**src/rtl/jtag_tap_pkg.sv**
```systemverilog
// Shared types for the test access port: controller states, instruction codes
// and the data-register selection. Assumes a 10-bit instruction register.
package jtag_tap_pkg;

    localparam int IR_W = 10;

    typedef enum logic [3:0] {
        ST_RESET    = 4'd0,
        ST_IDLE     = 4'd1,
        ST_SEL_DR   = 4'd2,
        ST_CAP_DR   = 4'd3,
        ST_SH_DR    = 4'd4,
        ST_EX1_DR   = 4'd5,
        ST_PAUSE_DR = 4'd6,
        ST_EX2_DR   = 4'd7,
        ST_UPD_DR   = 4'd8,
        ST_SEL_IR   = 4'd9,
        ST_CAP_IR   = 4'd10,
        ST_SH_IR    = 4'd11,
        ST_EX1_IR   = 4'd12,
        ST_PAUSE_IR = 4'd13,
        ST_EX2_IR   = 4'd14,
        ST_UPD_IR   = 4'd15
    } tap_state_t;

    typedef enum logic [1:0] {
        DSEL_BYPASS = 2'd0,
        DSEL_ID     = 2'd1,
        DSEL_BSR    = 2'd2
    } dr_sel_t;

    localparam logic [IR_W-1:0] OP_BYPASS = 10'h3FF;
    localparam logic [IR_W-1:0] OP_FLOAT  = 10'h00B;
    localparam logic [IR_W-1:0] OP_EXTEST = 10'h00F;
    localparam logic [IR_W-1:0] OP_SAMPLE = 10'h005;
    localparam logic [IR_W-1:0] OP_IDENT  = 10'h006;

endpackage

```
**src/rtl/jtag_tap_fsm.sv**
```systemverilog
// Sixteen-state test access port controller. Moves on each rising tck according
// to tms. Assumes trst_n is synchronous to tck and active low.
module jtag_tap_fsm
    import jtag_tap_pkg::*;
(
    input  logic       tck,
    input  logic       trst_n,
    input  logic       tms,
    output tap_state_t state
);
    tap_state_t nxt;
    logic [2:0] ones_run;

    // Next-state function of the standard controller graph.
    always_comb begin
        unique case (state)
            ST_RESET:    nxt = tms ? ST_RESET    : ST_IDLE;
            ST_IDLE:     nxt = tms ? ST_SEL_DR   : ST_IDLE;
            ST_SEL_DR:   nxt = tms ? ST_SEL_IR   : ST_CAP_DR;
            ST_CAP_DR:   nxt = tms ? ST_EX1_DR   : ST_SH_DR;
            ST_SH_DR:    nxt = tms ? ST_EX1_DR   : ST_SH_DR;
            ST_EX1_DR:   nxt = tms ? ST_UPD_DR   : ST_PAUSE_DR;
            ST_PAUSE_DR: nxt = tms ? ST_EX2_DR   : ST_PAUSE_DR;
            ST_EX2_DR:   nxt = tms ? ST_UPD_DR   : ST_SH_DR;
            ST_UPD_DR:   nxt = tms ? ST_SEL_DR   : ST_IDLE;
            ST_SEL_IR:   nxt = tms ? ST_RESET    : ST_CAP_IR;
            ST_CAP_IR:   nxt = tms ? ST_EX1_IR   : ST_SH_IR;
            ST_SH_IR:    nxt = tms ? ST_EX1_IR   : ST_SH_IR;
            ST_EX1_IR:   nxt = tms ? ST_UPD_IR   : ST_PAUSE_IR;
            ST_PAUSE_IR: nxt = tms ? ST_EX2_IR   : ST_PAUSE_IR;
            ST_EX2_IR:   nxt = tms ? ST_UPD_IR   : ST_SH_IR;
            default:     nxt = tms ? ST_SEL_DR   : ST_IDLE;
        endcase
    end

    // State register with synchronous reset.
    always_ff @(posedge tck) begin
        if (!trst_n) state <= ST_RESET;
        else         state <= nxt;
    end

    // Run length of consecutive tms-high edges, saturating at five (checker aid).
    always_ff @(posedge tck) begin
        if (!trst_n || !tms) ones_run <= 3'd0;
        else if (ones_run != 3'd5) ones_run <= ones_run + 3'd1;
    end

    AST_FIVE_ONES_RESET: assert property (@(posedge tck) disable iff (!trst_n)
        (ones_run == 3'd5) |-> (state == ST_RESET));
    AST_RESET_ENTRY: assert property (@(posedge tck)
        (!trst_n) |=> (state == ST_RESET));

endmodule

```
**src/rtl/jtag_tap_ir.sv**
```systemverilog
// Instruction shift and hold registers, decode and secure-mode filter.
// Assumes secure_en changes only while no scan is in progress.
module jtag_tap_ir
    import jtag_tap_pkg::*;
(
    input  logic       tck,
    input  logic       trst_n,
    input  logic       tdi,
    input  tap_state_t state,
    input  logic       secure_en,
    output logic       ir_lsb,
    output dr_sel_t    dsel,
    output logic       highz_en,
    output logic       extest_en
);
    localparam logic [IR_W-1:0] CAP_PAT = {{(IR_W-2){1'b0}}, 2'b01};

    logic [IR_W-1:0] ir_sr;
    logic [IR_W-1:0] ir_q;
    logic            admitted;

    // Instruction shift register: capture pattern, then shift LSB first.
    always_ff @(posedge tck) begin
        if (!trst_n)                 ir_sr <= CAP_PAT;
        else if (state == ST_CAP_IR) ir_sr <= CAP_PAT;
        else if (state == ST_SH_IR)  ir_sr <= {tdi, ir_sr[IR_W-1:1]};
    end

    // Active instruction: identification in reset, new code on Update-IR.
    always_ff @(posedge tck) begin
        if (!trst_n || state == ST_RESET) ir_q <= OP_IDENT;
        else if (state == ST_UPD_IR)      ir_q <= ir_sr;
    end

    // Secure filter: which codes may take effect.
    always_comb begin
        admitted = !secure_en || ir_q == OP_SAMPLE || ir_q == OP_BYPASS ||
                   ir_q == OP_EXTEST || ir_q == OP_IDENT;
    end

    // Decode of the admitted instruction; anything else behaves as bypass.
    always_comb begin
        dsel      = DSEL_BYPASS;
        highz_en  = 1'b0;
        extest_en = 1'b0;
        if (admitted) begin
            case (ir_q)
                OP_IDENT:  dsel = DSEL_ID;
                OP_SAMPLE: dsel = DSEL_BSR;
                OP_EXTEST: begin dsel = DSEL_BSR; extest_en = 1'b1; end
                OP_FLOAT:  highz_en = 1'b1;
                default:   dsel = DSEL_BYPASS;
            endcase
        end
    end

    assign ir_lsb = ir_sr[0];

    AST_IR_CAPTURE: assert property (@(posedge tck) disable iff (!trst_n)
        (state == ST_CAP_IR) |=> (ir_sr == CAP_PAT));
    AST_IR_HOLD: assert property (@(posedge tck) disable iff (!trst_n)
        (state != ST_UPD_IR && state != ST_RESET) |=> $stable(ir_q));
    AST_SECURE_NO_FLOAT: assert property (@(posedge tck) disable iff (!trst_n)
        secure_en |-> !highz_en);

endmodule

```
**src/rtl/jtag_tap_dr.sv**
```systemverilog
// Bypass and identification data registers. Only the selected one captures
// and shifts. Assumes ID_VALUE fits ID_W bits.
module jtag_tap_dr
    import jtag_tap_pkg::*;
#(
    parameter int              ID_W     = 32,
    parameter logic [ID_W-1:0] ID_VALUE = 32'h5A3C_96E5
) (
    input  logic       tck,
    input  logic       trst_n,
    input  logic       tdi,
    input  tap_state_t state,
    input  dr_sel_t    dsel,
    output logic       byp_out,
    output logic       id_out
);
    logic            byp_q;
    logic [ID_W-1:0] id_sr;

    // Bypass bit: captures zero, then passes tdi with one stage of delay.
    always_ff @(posedge tck) begin
        if (!trst_n)                                          byp_q <= 1'b0;
        else if (dsel == DSEL_BYPASS && state == ST_CAP_DR)   byp_q <= 1'b0;
        else if (dsel == DSEL_BYPASS && state == ST_SH_DR)    byp_q <= tdi;
    end

    // Identification register: captures the device value, shifts LSB first.
    always_ff @(posedge tck) begin
        if (!trst_n)                                    id_sr <= ID_VALUE;
        else if (dsel == DSEL_ID && state == ST_CAP_DR) id_sr <= ID_VALUE;
        else if (dsel == DSEL_ID && state == ST_SH_DR)  id_sr <= {tdi, id_sr[ID_W-1:1]};
    end

    assign byp_out = byp_q;
    assign id_out  = id_sr[0];

    AST_BYPASS_ZERO: assert property (@(posedge tck) disable iff (!trst_n)
        (dsel == DSEL_BYPASS && state == ST_CAP_DR) |=> (byp_q == 1'b0));
    AST_ID_CAPTURE: assert property (@(posedge tck) disable iff (!trst_n)
        (dsel == DSEL_ID && state == ST_CAP_DR) |=> (id_sr == ID_VALUE));

endmodule

```
**src/rtl/jtag_tap_secure.sv**
```systemverilog
// Top of the test access port: controller, instruction path, internal data
// registers, boundary strobes and the falling-edge output stage.
// Assumes the boundary chain shifts on rising tck while bsr_shift is high.
module jtag_tap_secure
    import jtag_tap_pkg::*;
#(
    parameter int              ID_W     = 32,
    parameter logic [ID_W-1:0] ID_VALUE = 32'h5A3C_96E5
) (
    input  logic tck,
    input  logic trst_n,
    input  logic tms,
    input  logic tdi,
    input  logic secure_en,
    input  logic bsr_tdo,
    output logic tdo,
    output logic tdo_oe,
    output logic bsr_capture,
    output logic bsr_shift,
    output logic bsr_update,
    output logic extest_en,
    output logic highz_en
);
    tap_state_t state;
    dr_sel_t    dsel;
    logic       ir_lsb, byp_out, id_out;
    logic       dr_bit, tdo_q, oe_q;

    jtag_tap_fsm u_fsm (
        .tck(tck), .trst_n(trst_n), .tms(tms), .state(state)
    );

    jtag_tap_ir u_ir (
        .tck(tck), .trst_n(trst_n), .tdi(tdi), .state(state),
        .secure_en(secure_en), .ir_lsb(ir_lsb), .dsel(dsel),
        .highz_en(highz_en), .extest_en(extest_en)
    );

    jtag_tap_dr #(.ID_W(ID_W), .ID_VALUE(ID_VALUE)) u_dr (
        .tck(tck), .trst_n(trst_n), .tdi(tdi), .state(state),
        .dsel(dsel), .byp_out(byp_out), .id_out(id_out)
    );

    // Boundary strobes follow the controller only for boundary instructions.
    always_comb begin
        bsr_capture = (dsel == DSEL_BSR) && (state == ST_CAP_DR);
        bsr_shift   = (dsel == DSEL_BSR) && (state == ST_SH_DR);
        bsr_update  = (dsel == DSEL_BSR) && (state == ST_UPD_DR);
    end

    // Serial bit of the selected data register.
    always_comb begin
        unique case (dsel)
            DSEL_ID:  dr_bit = id_out;
            DSEL_BSR: dr_bit = bsr_tdo;
            default:  dr_bit = byp_out;
        endcase
    end

    // Falling-edge output stage: value and enable for the tdo pad.
    always_ff @(negedge tck) begin
        if (!trst_n) begin
            tdo_q <= 1'b0;
            oe_q  <= 1'b0;
        end else begin
            tdo_q <= (state == ST_SH_IR) ? ir_lsb : dr_bit;
            oe_q  <= (state == ST_SH_IR) || (state == ST_SH_DR);
        end
    end

    assign tdo    = tdo_q;
    assign tdo_oe = oe_q;

    AST_OE_IN_SHIFT: assert property (@(posedge tck) disable iff (!trst_n)
        tdo_oe |-> (state == ST_SH_DR || state == ST_SH_IR));
    AST_STROBE_EXCL: assert property (@(posedge tck) disable iff (!trst_n)
        $onehot0({bsr_capture, bsr_shift, bsr_update}));
    AST_EXTEST_BSR: assert property (@(posedge tck) disable iff (!trst_n)
        extest_en |-> !highz_en);

endmodule

```
**config.mk**
```make
export PLATFORM = sky130hd
export DESIGN_NAME = jtag_tap_secure
export DESIGN_NICKNAME = d
export VERILOG_FILES = /design/src/rtl/jtag_tap_pkg.sv /design/src/rtl/jtag_tap_fsm.sv /design/src/rtl/jtag_tap_ir.sv /design/src/rtl/jtag_tap_dr.sv /design/src/rtl/jtag_tap_secure.sv
export SDC_FILE = /design/constraint.sdc
export NUM_CORES = 1
export LEC_CHECK = 0
export CORE_UTILIZATION = 30
export CTS_BUF_LIST = sky130_fd_sc_hd__clkbuf_8 sky130_fd_sc_hd__clkbuf_16
export CTS_CLUSTER_DIAMETER = 40
export DETAILED_ROUTE_END_ITERATION = 6
export PLACE_DENSITY = 0.44
export SKIP_LAST_GASP = 1
export SLEW_MARGIN = 10
export SYNTH_ARGS = -nofsm -noshare
export SYNTH_HDL_FRONTEND = slang
export SYNTH_HIERARCHICAL = 1
export SYNTH_SLANG_ARGS = --single-unit
```
**constraint.sdc**
```tcl
create_clock -name tck -period 3.1 [get_ports tck]
set_input_delay 0.465 -clock tck [delete_from_list [all_inputs] [get_ports tck]]
set_output_delay 0.465 -clock tck [all_outputs]
set_load 0.05 [all_outputs]
```
Yosys cells after proc, flatten, opt, wreduce, memory -nomap -nowiden
Index checks and enable logic that the tools add are counted.
- eq/ne operators: 21
- multiplexer cells: 21
- bitwise gates (word level): 1
- reduce and logical (&&, ||, !) cells: 23
- operators with widths (kind ; count):
    $pmux 4 s11 ; 1
    $eq 4x4->1 const B ; 8
    $eq 10x3->1 const B ; 2
    $eq 10x4->1 const B ; 2
    $eq 4x3->1 const B ; 4
    $mux 4 ; 4
    $reduce_or 2->1 ; 6
    $eq 10x10->1 const B ; 1
    $eq 4x2->1 const B ; 2
    $mux 1 ; 8
    $mux 2 ; 4
    $logic_and 1x1->1 ; 7
    $logic_or 1x1->1 ; 6
    $mux 3 ; 2
    $logic_not 4->1 ; 1
    $pmux 2 s2 ; 1
    $eq 2x1->1 const B ; 1
    $eq 2x2->1 const B ; 1
    $logic_not 1->1 ; 2
    $logic_not 2->1 ; 1
    $pmux 1 s2 ; 1
    $not 1->1 ; 1
- register bits: 59
- output and inout port bits: 7

Depth between registers and ports, before layout
Gate-level depths: netlist of run 1.
- depth after elaboration: 9
- mapped depth: 9

Modules after synthesis
The synthesis of run 1 kept the hierarchy.
- by module, submodules not included (module ; times used ; cells an instance ; area each (µm²) ; seq. area each (µm²)):
    jtag_tap_dr ; 1 ; 158 ; 1318.8 ; 660.6
    jtag_tap_ir ; 1 ; 104 ; 853.3 ; 400.4
    jtag_tap_fsm ; 1 ; 38 ; 324.1 ; 80.1
    jtag_tap_secure ; 1 ; 21 ; 166.4 ; 40.0

==> results of run 1 <==
[power by group through the flow]
stage               combinational (mW)  clock, mW  sequential (mW)
finish                           0.129      0.714            0.779
CTS                              0.130      0.740            0.779
detailed placement               0.130    0.00606            0.796
global placement                 0.130    0.00606            0.796
floorplan                       0.0897    0.00606            0.803
global route                     0.142      0.774            0.781
[cells in the mapped netlist, types with 3 or more instances]
cell,count,area share (%)
o211ai_1,3,0.85
nand3b_1,5,1.4
o21ai_0,32,6.0
dfxtp_1,59,44
clkbuf_1,12,1.7
nand3_1,55,10
nor3_1,13,2.4
a21oi_1,25,4.7
inv_1,8,1.1
buf_2,6,1.1
buf_6,5,2.1
a31oi_1,4,0.94
nor2_1,22,3.1
nand2b_1,4,0.94
nor4_1,3,0.70
nand2_1,28,3.9
[sequential cells by signal, indices dropped and copies added (netlist names)]
signal	flops
tdo	1
tdo_oe	1
u_dr/byp_out	1
u_dr/id_sr	32
u_fsm/state	4
u_ir/ir_q	10
u_ir/ir_sr	10
[worst min-delay path by stage]
| stage | from | to | slack (ns) | depth (start not counted) |
|---|---|---|---|---|
| floorplan | u_ir/ir_q[7] | u_ir/ir_q[7] | 0.44 | 2 |
| global placement | u_ir/ir_q[4] | u_ir/ir_q[4] | 0.44 | 2 |
| detailed placement | u_ir/ir_q[7] | u_ir/ir_q[7] | 0.45 | 2 |
| CTS | u_ir/ir_q[9] | u_ir/ir_q[9] | 0.46 | 2 |
| global route | u_ir/ir_q[7] | u_ir/ir_q[7] | 0.48 | 2 |
| finish | u_ir/ir_q[9] | u_ir/ir_q[9] | 0.46 | 2 |
[cells by family (layout without fill, tap and decap cells)]
kind of cell             Yosys count  in the layout
AO/OA/AOI/OAI                     77             77
adder cells (fa/ha/maj)            2              2
AND/OR/NAND/NOR                  147            147
XOR/XNOR                           2              2
flip-flops                        59             59
buffers and inverters             34             57
[stage by stage]
step / setup TNS, ns / setup slack [ns] / area, um2 / instances / hold WS (ns)
global route: -0.4144 / -0.4144 / 3246 / 452 / 0.4785
CTS: -0.3227 / -0.3227 / 3233 / 451 / 0.4608
floorplan: -0.3862 / -0.3862 / 2681 / 321 / 0.4359
detailed placement: -0.4884 / -0.4884 / 2982 / 434 / 0.4480
finish: -0.2495 / -0.2495 / 3246 / 452 / 0.4599
global placement: -0.4142 / -0.4142 / 2982 / 434 / 0.4445
[area by class of cell]
cell class | count | area (um2)
fill | 901 | 5390
inverter | 7 | 26.28
clock inverter | 9 | 83.83
timing repair buffer | 32 | 320.3
tap | 108 | 135.1
clock buffer | 9 | 123.9
multi-input combinational | 228 | 1374
sequential | 59 | 1182
[worst max-delay path, delay by kind of cell, from the launching register on]
family | cells | cell delay [ns]
and+or+nand+nor | 3 | 0.59
AOI/OAI and AO/OA | 2 | 0.34
DFF | 1 | 0.33
buffers and inverters | 2 | 0.28
adders and majority gates | 1 | 0.17
[what timing repair did]
| action | in CTS | in global routing |
|---|---|---|
| buffers inserted | 0 | 1 |
| resized for setup | 7 | 1 |
| setup endpoints to repair | 1 | 1 |
| pin swaps | 4 | 2 |
[per-layer routing]
metal / up-vias / wire (um)
li1: 1180 / -
met1: 1087 / 2969
met2: 35 / 2806
met3: 6 / 220
met4: 0 / 72
met5: - / 0
==> flow_summary.ini, run 1 <==
[run_status]
outcome = finished with violations
violations = negative setup slack

[critical_path]
crit-reg2reg-launch = u_ir/ir_q[7]
cp-startpoint = u_ir/ir_q[7]
reg2reg_to = tdo
crit_slowest_cell = dfxtp_2
crit_fanout = 2
worstPathCellList = nor4_2 > buf_4 > nand3_4 > nor4b_4 > inv_1 > ha_4 > a221oi_2 > o22ai_1
critPathLaunchType = flop
crit_path_end_kind = flop
r2r_slack_ns = -0.25
slowest_delay_ns = 0.33
cp_data_arrival_time_ns = 2.05
required_ns = 1.80
critical_path.endpoint = tdo
path_class = flop to flop
reg2regPathDepth = 8

[worst_hold_path]
hold_path.class = flop to flop

[power]
p_seq_share_pct = 48.0
totalPowerFinal_mw = 1.622
internal_power_mw = 1.196
p_sw_mw = 0.4264
power_density_mw_per_mm2 = 499.9
p_clk_share_pct = 44.0
ir_drop_uv = 171.8
combPwrFrac_pct = 7.9
leakage_nw = 1.150
switching_share_pct = 26.28

[floorplanning]
core-area_mm2 = 0.008636
die_w_um = 96.21
start_util_pct = 30.83
dieHeight_um = 96.21
ioPinCount = 13
die_area_mm2 = 0.009256
rows = 34

[synth]
yosys_warnings = 6
synth-compound-area-share_pct = 17.72
ys_seq_area_share_pct = 44.36
synthAdderAreaFrac_pct = 0.9398
syn_area_per_cell_um2 = 8.295
synth-simple-area-share_pct = 29.18
synth_xor_area_share_pct = 0.6579
synth_ff_type = dfxtp_1
synth-seq-cells = 59
synth_mux_area_share_pct = 0
netlist_area_mm2 = 0.002663
synth_top_family_by_area = simple AND/OR/NAND/NOR gates
syn-num-nets = 329
synth-edff-count = 0
syn_inst = 321
yosysUniqueCellTypes = 44
postSynth.asyncResetShare_pct = 0

[detailed_routing]
drtPass1Iterations = 4
num_vias = 2308
route.antenna.remaining_nets = 0
wl_per_cell_um = 13.42
wl_um = 6068
via_per_inst = 5.106
drc = 0
drtIter0Drc = 53

[global_route]
grt_pass1_vias = 2150
grt_pass1_wl_um = 10400
grt_max_degree = 34
antenna_found_initial = 0
grt_util_met2_pct = 22.75
busiest_layer = met2
grtUsageTotal_pct = 14.50
use_met1_pct = 18.89
grt.overflow.total = 0
met3_usage_pct = 4.028

[finish]
nNetsFinal = 347
drive_gt1_share_pct = 17.15
most-common-layout-cells = dfxtp_1, nand3_1, o21ai_0, nand2_1, a21oi_1
num_antenna_cells = 0
final_util_pct = 37.58
mostFrequentLayoutCell = dfxtp_1
area_delta_synth_final_pct = 21.90

[sta]
setup_violations = 1
setup_ws_ns = -0.2495
slew_violations = 0
worstMarginPinSlew_ns = 0.9684
rsz0062_at_grt = yes
slew_headroom_pct = 35.44
hold_viol_final = 0
fin_skew_ns = 0.04183

[flow_run]
maxCapViolCount = 0

[clocking]
clk_latency_ns = 0.37
clk_pin_slew_worst_paths_ns = 0.08
cts_tree = built
cts_made_buffers = 9
cts_sinks = 59
htreeDepth = 3
clock_tree.root_cell = clkbuf_8
cts.path.max_buffers = 2
ctsHoldBuffers = 0

[place]
place_congestion = 0.7241
place.detailed.hpwl_um = 3794
portBuffers = 12
No activity file was read; power rests on OpenSTA's default activity.
==> inputs of run 2 (changes only) <==
SKIP_CTS_REPAIR_TIMING = 1   (was not set)
==> run 2 against run 1 <==
Compared with the run above: the flow still finishes with violations (negative setup slack); highest routed layer unchanged; first-iteration DRC count up 19%; flip-flop and latch count is the same; largest cell class unchanged; global-route usage fell by 0.12 points; register-to-register slack got worse by 0.06 ns.
==> flow_summary.ini, run 2 (same netlist as run 1, synthesis figures left out) <==
[worst_hold_path]
hold_path.class = flop to flop
hold_end = u_ir/ir_q[9]
min_from = u_ir/ir_q[9]
hold_path_depth = 2

[critical_path]
crit_slowest_cell = dfxtp_2
path_class = flop to flop
crit_fanout = 2
crit-reg2reg-launch = u_ir/ir_q[7]
worstPathCellList = nor4_2 > buf_4 > nand3_4 > nor4b_4 > inv_1 > ha_4 > a221oi_2 > o22ai_1
cp_data_arrival_time_ns = 2.11
critPathLaunchType = flop
reg2reg_to = tdo
slowest_delay_ns = 0.33
reg2regPathDepth = 8
required_ns = 1.80
r2r_slack_ns = -0.31
crit_path_end_kind = flop

[clocking]
clk_pin_slew_worst_paths_ns = 0.08
clk_latency_ns = 0.37
cts.path.max_buffers = 2
cts_tree = built
cts_sinks = 59
clock_tree.root_cell = clkbuf_8
cts_made_buffers = 9
htreeDepth = 3

[global_route]
antenna_found_initial = 0
grt_max_degree = 34
grtUsageTotal_pct = 14.38
grt_pass1_wl_um = 10320
grt.overflow.total = 0
grt_pass1_vias = 2139

[detailed_routing]
drtPass1Iterations = 4
num_vias = 2305
wl_per_cell_um = 13.46
drc = 0
via_per_inst = 5.111
wl_um = 6069
route.antenna.remaining_nets = 0
drtIter0Drc = 63

[power]
totalPowerFinal_mw = 1.626
p_sw_mw = 0.4297
p_clk_share_pct = 44.1
ir_drop_uv = 171.8
combPwrFrac_pct = 7.9
switching_share_pct = 26.43
power_density_mw_per_mm2 = 502.8
leakage_nw = 1.144
internal_power_mw = 1.196
p_seq_share_pct = 47.9

[finish]
multi_input_area_mm2 = 0.001369
nFillCells = 900
largest_reg_flops = 32
num_antenna_cells = 0
area_delta_synth_final_pct = 21.43
final_util_pct = 37.44
largestRegisters = u_dr/id_sr: 32 flops, u_ir/ir_q: 10 flops, u_ir/ir_sr: 10 flops
drive_gt1_share_pct = 16.62
mostFrequentLayoutCell = dfxtp_1
seqCellArea_mm2 = 0.001182
nNetsFinal = 346
most-common-layout-cells = dfxtp_1, nand3_1, o21ai_0, nand2_1, a21oi_1
regMostFlops = u_dr/id_sr

[place]
place_congestion = 0.7241
portBuffers = 12
place_ws_ns = -0.4884
place.detailed.hpwl_um = 3794

[floorplanning]
start_util_pct = 30.83
die_area_mm2 = 0.009256
ioPinCount = 13
rows = 34
core-area_mm2 = 0.008636
dieHeight_um = 96.21
die_w_um = 96.21

[sta]
hold_viol_final = 0
rsz0062_at_grt = yes
setup_ws_ns = -0.3111
fin_skew_ns = 0.04078
setup_violations = 1
slew_headroom_pct = 34.09
worstMarginPinSlew_ns = 0.9887
slew_violations = 0

[run_status]
outcome = finished with violations
violations = negative setup slack

[flow_run]
maxCapViolCount = 0
-- run 2: power by group through the flow --
| stage | Clock (mW) | Sequential (mW) | Combinational [mW] |
|---|---|---|---|
| global route | 0.774 | 0.781 | 0.142 |
| finish | 0.717 | 0.779 | 0.129 |
| detailed placement | 0.00606 | 0.796 | 0.130 |
| floorplan | 0.00606 | 0.803 | 0.0897 |
| CTS | 0.740 | 0.779 | 0.130 |
| global placement | 0.00606 | 0.796 | 0.130 |
-- run 2: through the flow --
step | cells | setup TNS, ns | hold slack, ns | cell area [um2]
after floorplan | 321 | -0.3862 | 0.4359 | 2681
after global placement | 434 | -0.4142 | 0.4445 | 2982
after detailed placement | 434 | -0.4884 | 0.4480 | 2982
after CTS | 451 | -0.4907 | 0.4601 | 3186
after global routing | 451 | -0.4781 | 0.4785 | 3233
final | 451 | -0.3111 | 0.4599 | 3233
-- run 2: area by class of cell --
class / instances / share of cell area (%)
well taps: 108 / 4.180
flip-flops and latches: 59 / 36.57
clock buffers: 9 / 3.831
inverters: 7 / 0.8127
repair buffers: 31 / 9.675
multi-input cells: 228 / 42.34
clock inverters: 9 / 2.593
-- run 2: worst max-delay path: cells and delay by family, from the launching register on --
family,cells,cell delay [ns]
adder cells (fa/ha/maj),1,0.17
AND/OR/NAND/NOR,3,0.65
flip-flops,1,0.33
AO/OA/AOI/OAI,2,0.34
buffers and inverters,2,0.28
-- run 2: worst max-delay path by stage --
stage	start	endpoint
2_1_floorplan	u_ir/ir_q[4]	tdo
3_3_place_gp	u_ir/ir_q[4]	tdo
3_5_place_dp	u_ir/ir_q[4]	tdo
4_1_cts	u_ir/ir_q[4]	tdo
5_1_grt	u_ir/ir_q[7]	tdo
6_report	u_ir/ir_q[7]	tdo
-- run 2: metal layers --
metal	share of wire (%)	vias up	global-route usage, %	wire length (um)
li1	-	1179	-	-
met1	51	1089	18.75	3070
met2	45	29	22.52	2721
met3	3.2	8	4.028	196
met4	1.3	0	5.224	80
met5	0	-	0	0
==> inputs of run 3 (changes only) <==
PLACE_DENSITY = 0.45   (was 0.44)
SLEW_MARGIN = 0   (was 10)
SYNTH_HIERARCHICAL = not set   (was 1)
clock period = 4 ns   (was 3.1 ns; I/O delays follow)
==> run 3 against run 2 <==
Compared with the run above: the flow now finishes without violations; die area fell by 5.1%; critical path depth fell by 4; combinational power fell by 31%; sequential share of layout area rose by 3.9 points; clock skew barely moved; via count fell by 12%; clock-buffer cell count rose by 5; flip-flop and latch count did not move; clock power fell by 23%; worst hold slack got worse by 0.0085 ns; global-route usage fell by 0.82 points; setup slack improved by 0.77 ns.
==> flow_summary.ini, run 3 <==
[synth]
synth_top_cells_by_count = nand2_1, dfxtp_1, a21oi_1, nand3_1
syn_inst = 310
syn_area_per_cell_um2 = 8.141
yosysMostFrequentCell = nand2_1
synth-seq-cells = 59
synth-edff-count = 0
yosysUniqueCellTypes = 43
synth_ff_type = dfxtp_1
netlist_area_mm2 = 0.002524
yosys_warnings = 0
syn-num-nets = 316
ys_seq_area_share_pct = 46.80
postSynth.asyncResetShare_pct = 0
synth_top_area_share_pct = 46.80
ys_top_cells_by_area = dfxtp_1, nand2_1, a21oi_1
yosys.area.top_type = dfxtp_1

[critical_path]
path_class = flop to flop
crit-reg2reg-launch = u_ir.ir_q[1]
reg2reg_to = tdo
critPathLaunchType = flop
worstPathCellList = nor3b_1 > a21oi_1 > a22o_2 > a221oi_1
crit_family = compound AO/OA/AOI/OAI gates
crit_slowest_cell = nor3b_1
r2r_slack_ns = 0.46
critPathBufInv = 0
crit_fanout = 5
crit_path_end_kind = flop
slowest_delay_ns = 0.44
cp_data_arrival_time_ns = 1.80
reg2regPathDepth = 4
required_ns = 2.26

[sta]
slew_headroom_pct = 25.94
slew_violations = 0
rsz0062_at_grt = no
worstMarginPinSlew_ns = 1.111
hold_viol_final = 0
tns_ns = 0
setup_ws_ns = 0.4593
fin_skew_ns = 0.04104
setup_violations = 0
hold_ws_ns = 0.4514

[place]
place_congestion = 0.7604
place_ws_ns = 0.2546
place.detailed.hpwl_um = 3530
portBuffers = 12

[floorplanning]
die_area_mm2 = 0.008783
ioPinCount = 13
core-area_mm2 = 0.008175
dieHeight_um = 93.72
start_util_pct = 30.87
die_w_um = 93.72
rows = 33

[global_route]
grt.overflow.total = 0
grt_max_degree = 33
grt_pass1_wl_um = 9197
grtUsageTotal_pct = 13.56
antenna_found_initial = 0
grt_pass1_vias = 1977

[detailed_routing]
wl_per_cell_um = 12.33
drtPass1Iterations = 4
wl_um = 5326
drtIter0Drc = 82
route.antenna.remaining_nets = 0
num_vias = 2031
drc = 0
via_per_inst = 4.701

[finish]
largestRegisters = u_dr.id_sr: 32 flops, u_ir.ir_q: 10 flops, u_ir.ir_sr: 10 flops
drive_gt1_share_pct = 13.46
area_delta_synth_final_pct = 15.77
nNetsFinal = 330
mostFrequentLayoutCell = nand2_1
num_antenna_cells = 0
regMostFlops = u_dr.id_sr
nFillCells = 883
most-common-layout-cells = nand2_1, dfxtp_1, a21oi_1, nand3_1, clkbuf_8
final_util_pct = 35.74
largest_reg_flops = 32
seqCellArea_mm2 = 0.001181
multi_input_area_mm2 = 0.001200

[worst_hold_path]
hold_path_depth = 2
hold_path.class = flop to flop
min_from = u_dr.id_sr[29]
hold_end = u_dr.id_sr[29]

[clocking]
cts_made_buffers = 9
cts_tree = built
htreeDepth = 3
cts_sinks = 59
cts.path.max_buffers = 2
clk_latency_ns = 0.36
clock_tree.root_cell = clkbuf_8
clk_pin_slew_worst_paths_ns = 0.07

[flow_run]
maxCapViolCount = 0

[power]
leakage_nw = 1.059
ir_drop_uv = 186.8
power_density_mw_per_mm2 = 429.3

[run_status]
outcome = finished clean
[run 3: cell types whose count changed in the layout (fill, tap and decap cells not counted), moves of 12 or more]
cell and delta:
nand2_1 +82, o21ai_0 -27, nor3_1 -13, nor2_1 -12, a21oi_1 +12, nand3_1 -41
[run 3: worst reg2reg max path, stage by stage, from the launching register on]
cell and delay [ns]:
dfxtp_1 0.39, nor3b_1 0.44, a21oi_1 0.15, a22o_2 0.27
a221oi_1 0.23
[run 3: how the worst max path moves through the flow]
| stage | from | to | slack (ns) | depth (start not counted) |
|---|---|---|---|---|
| after floorplan | u_ir.ir_q[1] | tdo | 0.65 | 4 |
| after global placement | bsr_tdo | tdo | 0.26 | 4 |
| after detailed placement | bsr_tdo | tdo | 0.25 | 4 |
| after CTS | u_ir.ir_q[1] | tdo | 0.44 | 4 |
| after global routing | u_ir.ir_q[1] | tdo | 0.28 | 4 |
| final | u_ir.ir_q[1] | tdo | 0.46 | 4 |
[run 3: cells by family (layout without fill, tap and decap cells)]
group	Yosys count	after routing	share of synthesized area [%]
buf+inv	24	41	5.652
xor+xnor	1	1	0.3471
flops	59	59	46.80
compound gates	61	61	15.32
simple gates	165	165	31.88
[run 3: layer usage]
metal	GRT usage, %	part of all wire, %	vias to the layer above
li1	-	-	1073
met1	16.71	50	933
met2	21.17	46	20
met3	5.663	3.1	5
met4	4.615	1.2	0
met5	0	0	-
[run 3: area by class of cell]
class | count | area share (%)
Clock buffer | 14 | 6.981
Clock inverter | 2 | 0.2570
Inverter | 4 | 0.5139
Multi-Input combinational cell | 227 | 41.07
Sequential cell | 59 | 40.43
Tap cell | 105 | 4.497
Timing Repair Buffer | 21 | 6.253
[run 3: report_power, final]
group | internal [mW] | switching (mW) | total (mW)
Combinational | 0.0343 | 0.0551 | 0.0894
Clock | 0.327 | 0.224 | 0.551
Sequential | 0.603 | 0.0111 | 0.614
Total | 0.964 | 0.290 | 1.25
[run 3: through the flow]
stage	instance area (um2)	power (mW)	std cells
3_3_place_gp	2714	0.7227	417
2_1_floorplan	2524	0.7014	310
4_1_cts	2922	1.278	432
3_5_place_dp	2714	0.7224	417
5_1_grt	2922	1.321	432
6_report	2922	1.254	432
